===== config.mk =====
export PLATFORM = sky130hd
export DESIGN_NAME = sdram_init_seq
export DESIGN_NICKNAME = d
export VERILOG_FILES = /design/src/rtl/sdram_init_pkg.sv /design/src/rtl/sdram_mode_word.sv /design/src/rtl/sdram_gap_timer.sv /design/src/rtl/sdram_init_steps.sv /design/src/rtl/sdram_init_seq.sv
export SDC_FILE = /design/constraint.sdc
export NUM_CORES = 1
export LEC_CHECK = 0
export ABC_CLOCK_PERIOD_IN_PS = 2000
export BUFFER_PORTS_ARGS = -buffer_cell sky130_fd_sc_hd__buf_2
export CORE_MARGIN = 1.5
export CORE_UTILIZATION = 49
export DETAILED_ROUTE_END_ITERATION = 7
export GPL_TIMING_DRIVEN = 0
export PLACE_DENSITY_LB_ADDON = 0.15
export SLEW_MARGIN = 20
export SYNTH_ARGS = -nofsm -noshare
export SYNTH_HDL_FRONTEND = slang
export SYNTH_SLANG_ARGS = --single-unit

===== constraint.sdc =====
create_clock -name clk -period 2 [get_ports clk]
set_input_delay 0.1 -clock clk [delete_from_list [all_inputs] [get_ports clk]]
set_output_delay 0.1 -clock clk [all_outputs]
set_load 0.05 [all_outputs]

===== src/rtl/sdram_init_pkg.sv =====
package sdram_init_pkg;

  typedef enum logic [3:0] {
    CMD_MRS = 4'b0000,
    CMD_REF = 4'b0001,
    CMD_PRE = 4'b0010,
    CMD_NOP = 4'b0111
  } bus_cmd_e;

  typedef enum logic [3:0] {
    ST_SETTLE,
    ST_PRE,
    ST_PRE_GAP,
    ST_REF,
    ST_REF_GAP,
    ST_MRS,
    ST_MRS_GAP,
    ST_READY,
    ST_FAULT
  } init_step_e;

  localparam int PRE_ALL_BIT = 10;

  function automatic int imax(input int a, input int b);
    return (a > b) ? a : b;
  endfunction

  function automatic logic burst_ok(input logic [2:0] len_code, input logic interleave);
    return (len_code <= 3'd3) || ((len_code == 3'd7) && !interleave);
  endfunction

  function automatic logic latency_ok(input logic [2:0] lat_code);
    return (lat_code == 3'd2) || (lat_code == 3'd3);
  endfunction

endpackage


===== src/rtl/sdram_mode_word.sv =====
module sdram_mode_word
  import sdram_init_pkg::*;
#(
  parameter int         ADDR_W           = 12,
  parameter logic [2:0] BL_CODE          = 3'd3,
  parameter logic       BURST_INTERLEAVE = 1'b0,
  parameter logic [2:0] CL_CODE          = 3'd3,
  parameter logic       WRITE_SINGLE     = 1'b0
) (
  output logic [ADDR_W-1:0] word,
  output logic              legal
);

  always_comb begin
    word      = '0;
    word[2:0] = BL_CODE;
    word[3]   = BURST_INTERLEAVE;
    word[6:4] = CL_CODE;
    word[8:7] = 2'b00;
    word[9]   = WRITE_SINGLE;
  end

  assign legal = burst_ok(BL_CODE, BURST_INTERLEAVE) && latency_ok(CL_CODE);

endmodule


===== src/rtl/sdram_gap_timer.sv =====
module sdram_gap_timer #(
  parameter int CNT_W    = 8,
  parameter int INIT_VAL = 0
) (
  input  logic             clk,
  input  logic             rst_n,
  input  logic             load,
  input  logic [CNT_W-1:0] load_val,
  output logic             expired
);

  logic [CNT_W-1:0] cnt;

  always_ff @(posedge clk or negedge rst_n) begin
    if (!rst_n)             cnt <= CNT_W'(INIT_VAL);
    else if (load)          cnt <= load_val;
    else if (cnt != '0)     cnt <= cnt - 1'b1;
  end

  assign expired = (cnt == '0);

endmodule


===== src/rtl/sdram_init_steps.sv =====
module sdram_init_steps
  import sdram_init_pkg::*;
#(
  parameter int   REFRESH_COUNT = 2,
  parameter int   T_RP          = 3,
  parameter int   T_RFC         = 9,
  parameter int   T_MRD         = 2,
  parameter logic MODE_FIRST    = 1'b0,
  parameter int   CNT_W         = 8
) (
  input  logic             clk,
  input  logic             rst_n,
  input  logic             legal,
  input  logic             expired,
  output init_step_e       step,
  output logic             load,
  output logic [CNT_W-1:0] load_val
);

  localparam int RW = $clog2(REFRESH_COUNT + 1);
  localparam logic [RW-1:0] REF_TOTAL = RW'(REFRESH_COUNT);

  logic [RW-1:0] refs_done;
  logic          mode_done;

  always_comb begin
    load     = 1'b0;
    load_val = '0;
    case (step)
      ST_PRE: begin load = 1'b1; load_val = CNT_W'(T_RP - 1);  end
      ST_REF: begin load = 1'b1; load_val = CNT_W'(T_RFC - 1); end
      ST_MRS: begin load = 1'b1; load_val = CNT_W'(T_MRD - 1); end
      default: ;
    endcase
  end

  always_ff @(posedge clk or negedge rst_n) begin
    if (!rst_n) begin
      step      <= ST_SETTLE;
      refs_done <= '0;
      mode_done <= 1'b0;
    end else begin
      case (step)
        ST_SETTLE: begin
          if (!legal)       step <= ST_FAULT;
          else if (expired) step <= ST_PRE;
        end
        ST_PRE: step <= ST_PRE_GAP;
        ST_PRE_GAP: begin
          if (expired) step <= MODE_FIRST ? ST_MRS : ST_REF;
        end
        ST_REF: begin
          refs_done <= refs_done + 1'b1;
          step      <= ST_REF_GAP;
        end
        ST_REF_GAP: begin
          if (expired) begin
            if (refs_done < REF_TOTAL) step <= ST_REF;
            else if (mode_done)        step <= ST_READY;
            else                       step <= ST_MRS;
          end
        end
        ST_MRS: begin
          mode_done <= 1'b1;
          step      <= ST_MRS_GAP;
        end
        ST_MRS_GAP: begin
          if (expired) step <= (refs_done == REF_TOTAL) ? ST_READY : ST_REF;
        end
        ST_READY: step <= ST_READY;
        default:  step <= ST_FAULT;
      endcase
    end
  end

endmodule


===== src/rtl/sdram_init_seq.sv =====
module sdram_init_seq
  import sdram_init_pkg::*;
#(
  parameter int         ADDR_W           = 12,
  parameter int         BANK_W           = 2,
  parameter int         CLK_MHZ          = 125,
  parameter int         WAIT_US          = 200,
  parameter int         REFRESH_COUNT    = 2,
  parameter int         T_RP             = 3,
  parameter int         T_RFC            = 9,
  parameter int         T_MRD            = 2,
  parameter logic       MODE_FIRST       = 1'b0,
  parameter logic [2:0] BL_CODE          = 3'd3,
  parameter logic       BURST_INTERLEAVE = 1'b0,
  parameter logic [2:0] CL_CODE          = 3'd3,
  parameter logic       WRITE_SINGLE     = 1'b0
) (
  input  logic              clk,
  input  logic              rst_n,
  output logic              cke,
  output logic              dqm,
  output logic              cs_n,
  output logic              ras_n,
  output logic              cas_n,
  output logic              we_n,
  output logic [ADDR_W-1:0] addr,
  output logic [BANK_W-1:0] ba,
  output logic              ready,
  output logic              cfg_error
);

  localparam int WAIT_CYC = CLK_MHZ * WAIT_US;
  localparam int MAX_CNT  = imax(imax(WAIT_CYC, T_RP), imax(T_RFC, T_MRD));
  localparam int CNT_W    = $clog2(MAX_CNT + 1) + 1;

  logic [ADDR_W-1:0] mode_word;
  logic              mode_legal;
  logic              gap_expired;
  logic              gap_load;
  logic [CNT_W-1:0]  gap_val;
  init_step_e        step;
  bus_cmd_e          cmd;

  sdram_mode_word #(
    .ADDR_W(ADDR_W), .BL_CODE(BL_CODE), .BURST_INTERLEAVE(BURST_INTERLEAVE),
    .CL_CODE(CL_CODE), .WRITE_SINGLE(WRITE_SINGLE)
  ) u_word (
    .word(mode_word), .legal(mode_legal)
  );

  sdram_gap_timer #(.CNT_W(CNT_W), .INIT_VAL(WAIT_CYC - 1)) u_timer (
    .clk(clk), .rst_n(rst_n), .load(gap_load), .load_val(gap_val), .expired(gap_expired)
  );

  sdram_init_steps #(
    .REFRESH_COUNT(REFRESH_COUNT), .T_RP(T_RP), .T_RFC(T_RFC), .T_MRD(T_MRD),
    .MODE_FIRST(MODE_FIRST), .CNT_W(CNT_W)
  ) u_steps (
    .clk(clk), .rst_n(rst_n), .legal(mode_legal), .expired(gap_expired),
    .step(step), .load(gap_load), .load_val(gap_val)
  );

  always_comb begin
    cmd  = CMD_NOP;
    addr = '0;
    ba   = '0;
    case (step)
      ST_PRE: begin cmd = CMD_PRE; addr[PRE_ALL_BIT] = 1'b1; end
      ST_REF: cmd = CMD_REF;
      ST_MRS: begin cmd = CMD_MRS; addr = mode_word; end
      default: ;
    endcase
  end

  assign {cs_n, ras_n, cas_n, we_n} = cmd;
  assign cke       = 1'b1;
  assign dqm       = 1'b1;
  assign ready     = (step == ST_READY);
  assign cfg_error = (step == ST_FAULT);

endmodule


==> summary.txt <==
Outcome
  • Status: finished with violations
  • Failing checks: negative setup slack

Logic synthesis
  • Dominant synthesized flop cell: dfrtp_1
  • Post-Synthesis Cell Area: 1365 µm²
  • Synth Area per Inst: 8.750 µm²
  • Ys Warns: 0
  • Top cells by area, synth: dfrtp_1 (27%), dfstp_2 (15%), buf_4 (8.2%)
  • Unique masters post-synth: 38
  • Yosys reg bits: 23
  • XOR/XNOR Fraction of Synth Area: 6.416%
  • Largest family of logic cells by synthesized area: simple AND/OR/NAND/NOR gates
  • Post-synth EDFFs: 0
  • Ys async rst share: 100.0%
  • Synth Area in Adders: 1.833%
  • Synth top cells by count: nor2_1 (18), buf_4 (15), dfrtp_1 (15)
  • Most common cell in the netlist: nor2_1
  • Synth top area share: 27.50%
  • Post-Synth Simple-Gate Area: 22.36%
  • Multiplexer share of the synthesized area: 2.200%
  • Top cell type by total area after synthesis: dfrtp_1
  • Compound-Gate Fraction of Synth Area: 11.27%
  • Synth Instances: 156
  • Register area share after synthesis: 42.90%

Clock tree
  • Clock latency on the worst-skew pair: 0.32 ns
  • CTS tree: built
  • H-tree levels: 1
  • Num CTS Buffers: 3
  • Root buf cell: clkbuf_4
  • Clock Pin Slew Worst Setup and Hold Paths: 0.14 ns
  • Longest Clk Path Bufs: 2
  • Clock sink count: 23

Drt
  • WL per Instance: 12.75 µm
  • Initial DRC count: 25
  • Routed Antenna Nets: 0
  • Drc violations: 0
  • First drt pass iteration count: 4
  • Final WL: 2857 µm
  • Vias per std cell: 5.179
  • Via Count: 1160

Placement
  • Cell count after placement: 207
  • RD Place Congestion: 0.7384
  • PortBufs: 11
  • Pre-CTS WS: -0.1608 ns
  • DP HPWL: 1823 µm
  • Placed inst area: 1508 µm²

Finish
  • Fillers: 215
  • Final-stage net count: 199
  • Non-filler cells, final: 224
  • Share of cells above drive strength 1: 37.63%
  • Area Growth Syn to Fin: 29.24%
  • Design area: 1764 µm²
  • # diodes: 0

Critical path
  • Max Fanout on Critical Path: 7
  • Critical Path Source: u_timer.cnt[9]
  • Critical path class: reg -> reg
  • Crit path required time: 2.27 ns
  • FF-to-FF Start: u_timer.cnt[9]
  • Worst setup EP type: register
  • CP arrival: 2.28 ns
  • CP Launch Type: register

Timing
  • Clk_skew: 0.01276 ns
  • Final Hold Fails: 0
  • Max Transition Viols Final: 0
  • Maximum clock rate: 495.9 MHz
  • Final setup violation count: 5
  • Setup ws final: -0.01655 ns
  • Rel. slew slack: 65.95%
  • Tcrit/Tclk final: 100.8%
  • Unrepaired setup endpoints after global routing: true
  • Slew @ Worst Pin: 0.5108 ns
  • Min Tclk post-route: 2.017 ns

Floorplan
  • Die area: 3111 µm²
  • Placeable Area: 2567 µm²
  • IO Pins: 24
  • Chip Height: 55.78 µm
  • Initial core utilization: 53.17%
  • FP Rows: 18
  • Die W: 55.78 µm

Global route
  • Busiest layer in global routing: met2
  • Vias in the first global route: 1056
  • Largest net degree at the start of global routing: 24
  • Met3 usage: 2.093%
  • Total track usage: 18.34%
  • Overflow after GRT: 0
  • First-pass GRT wire length: 4567 µm
  • Met2 Use GR: 31.80%
  • M1 GR Usage: 23.16%
  • Initial antenna violation count: 0

Flow run
  • Max-cap violation count: 0

Power
  • Power, Total: 0.0007695 W
  • Lkg Pwr: 0.8379 nW
  • Cell Pwr Density: 436.2 nW/µm²
  • Worst-case vdd ir drop: 325.2 µV

Worst hold path
  • Hold Path Class: in -> async
## state kept, by name (all words and copies together), names as in the netlist
signal / flops
u_steps.refs_done: 2
u_steps.mode_done: 1
u_steps.step: 4
u_timer.cnt: 16
## metrics by stage
stage | hold slack, ns | util [%] | setup TNS [ns]
2_1_floorplan | -0.1956 | - | 0
3_3_place_gp | 0.09500 | 58.72 | -0.8357
3_5_place_dp | 0.1069 | 58.72 | -0.9408
4_1_cts | 0.2778 | 64.33 | 0
5_1_grt | 0.3150 | 68.71 | -0.7709
6_report | 0.2579 | 68.71 | -0.04573
## per-layer routing
metal,wire [µm],vias up
li1,-,576
met1,1260,548
met2,1419,30
met3,121,6
met4,55,0
met5,0,-
## power by group
part | leakage, nW | internal (W) | switching [W]
clock network | 0.0139 | 0.0000764 | 0.000148
registers | 0.266 | 0.000466 | 0
logic | 0.558 | 0.0000181 | 0.0000610
total | 0.838 | 0.000560 | 0.000209
## final cells by class
class	instances	area, µm²	share of cell area, %
plain buffers	20	143.9	8.156
repair buffers	26	181.4	10.28
multi-input cells	113	754.5	42.77
clock buffers	3	22.52	1.277
clock inverters	1	7.507	0.4255
inverters	8	30.03	1.702
well taps	30	37.54	2.128
flip-flops and latches	23	586.8	33.26
## worst paths after layout
path,end,slack (ns),cells after the start
min,u_timer.cnt[10],0.26,2
min in group clk,u_steps.mode_done,0.49,1
max reg2reg,u_timer.cnt[1],-0.02,6
max in group asynchronous,u_timer.cnt[14],1.36,2
max,u_timer.cnt[1],-0.02,6
min reg2reg,u_steps.mode_done,0.49,1
## worst max-delay path, cell delays in order (launching register included)
cell and delay, ns:
dfrtp_1 0.49, or4_4 0.49, nor4_4 0.34, buf_6 0.18, nand2_4 0.08, a211o_1 0.30, o21ai_1 0.07
## layout by cell type (no fill, tap or decap), types with 2 or more instances in the layout
master / instances
nand2_1: 12
a21oi_1: 9
nor3_1: 6
dfrtp_1: 14
dfstp_2: 8
xnor2_1: 8
ha_1: 2
clkbuf_4: 7
a211oi_1: 2
nand3_1: 5
buf_6: 2
nor2_1: 17
nor3_2: 3
nand2b_1: 2
a2111oi_4: 2
clkbuf_1: 2
buf_4: 28
xor2_1: 2
mux2i_1: 3
buf_2: 8
or4_4: 3
inv_1: 8
o21ai_0: 3
conb_1: 12
nor2b_1: 3
## logic make-up (layout without fill, tap and decap cells)
| logic type | count (synthesis) | count (layout) |
|---|---|---|
| and+or+nand+nor | 61 | 61 |
| muxes | 3 | 3 |
| DFF | 23 | 23 |
| AOI/OAI and AO/OA | 25 | 25 |
| buffers and inverters | 30 | 58 |
| other | 2 | 12 |
| adders and majority gates | 2 | 2 |
| xor gates and xnor gates | 10 | 10 |
## repair_timing
action | in CTS | in global routing
resized for setup | 15 | 17
endpoints found under the hold margin | 15 | 0
endpoints found under the setup margin | 18 | 14
cloned | 0 | 0
setup buffers | 6 | 8
pin swaps | 4 | 3
hold buffers | 1 | 0
Note: power is estimated with default switching activity, not from simulation.
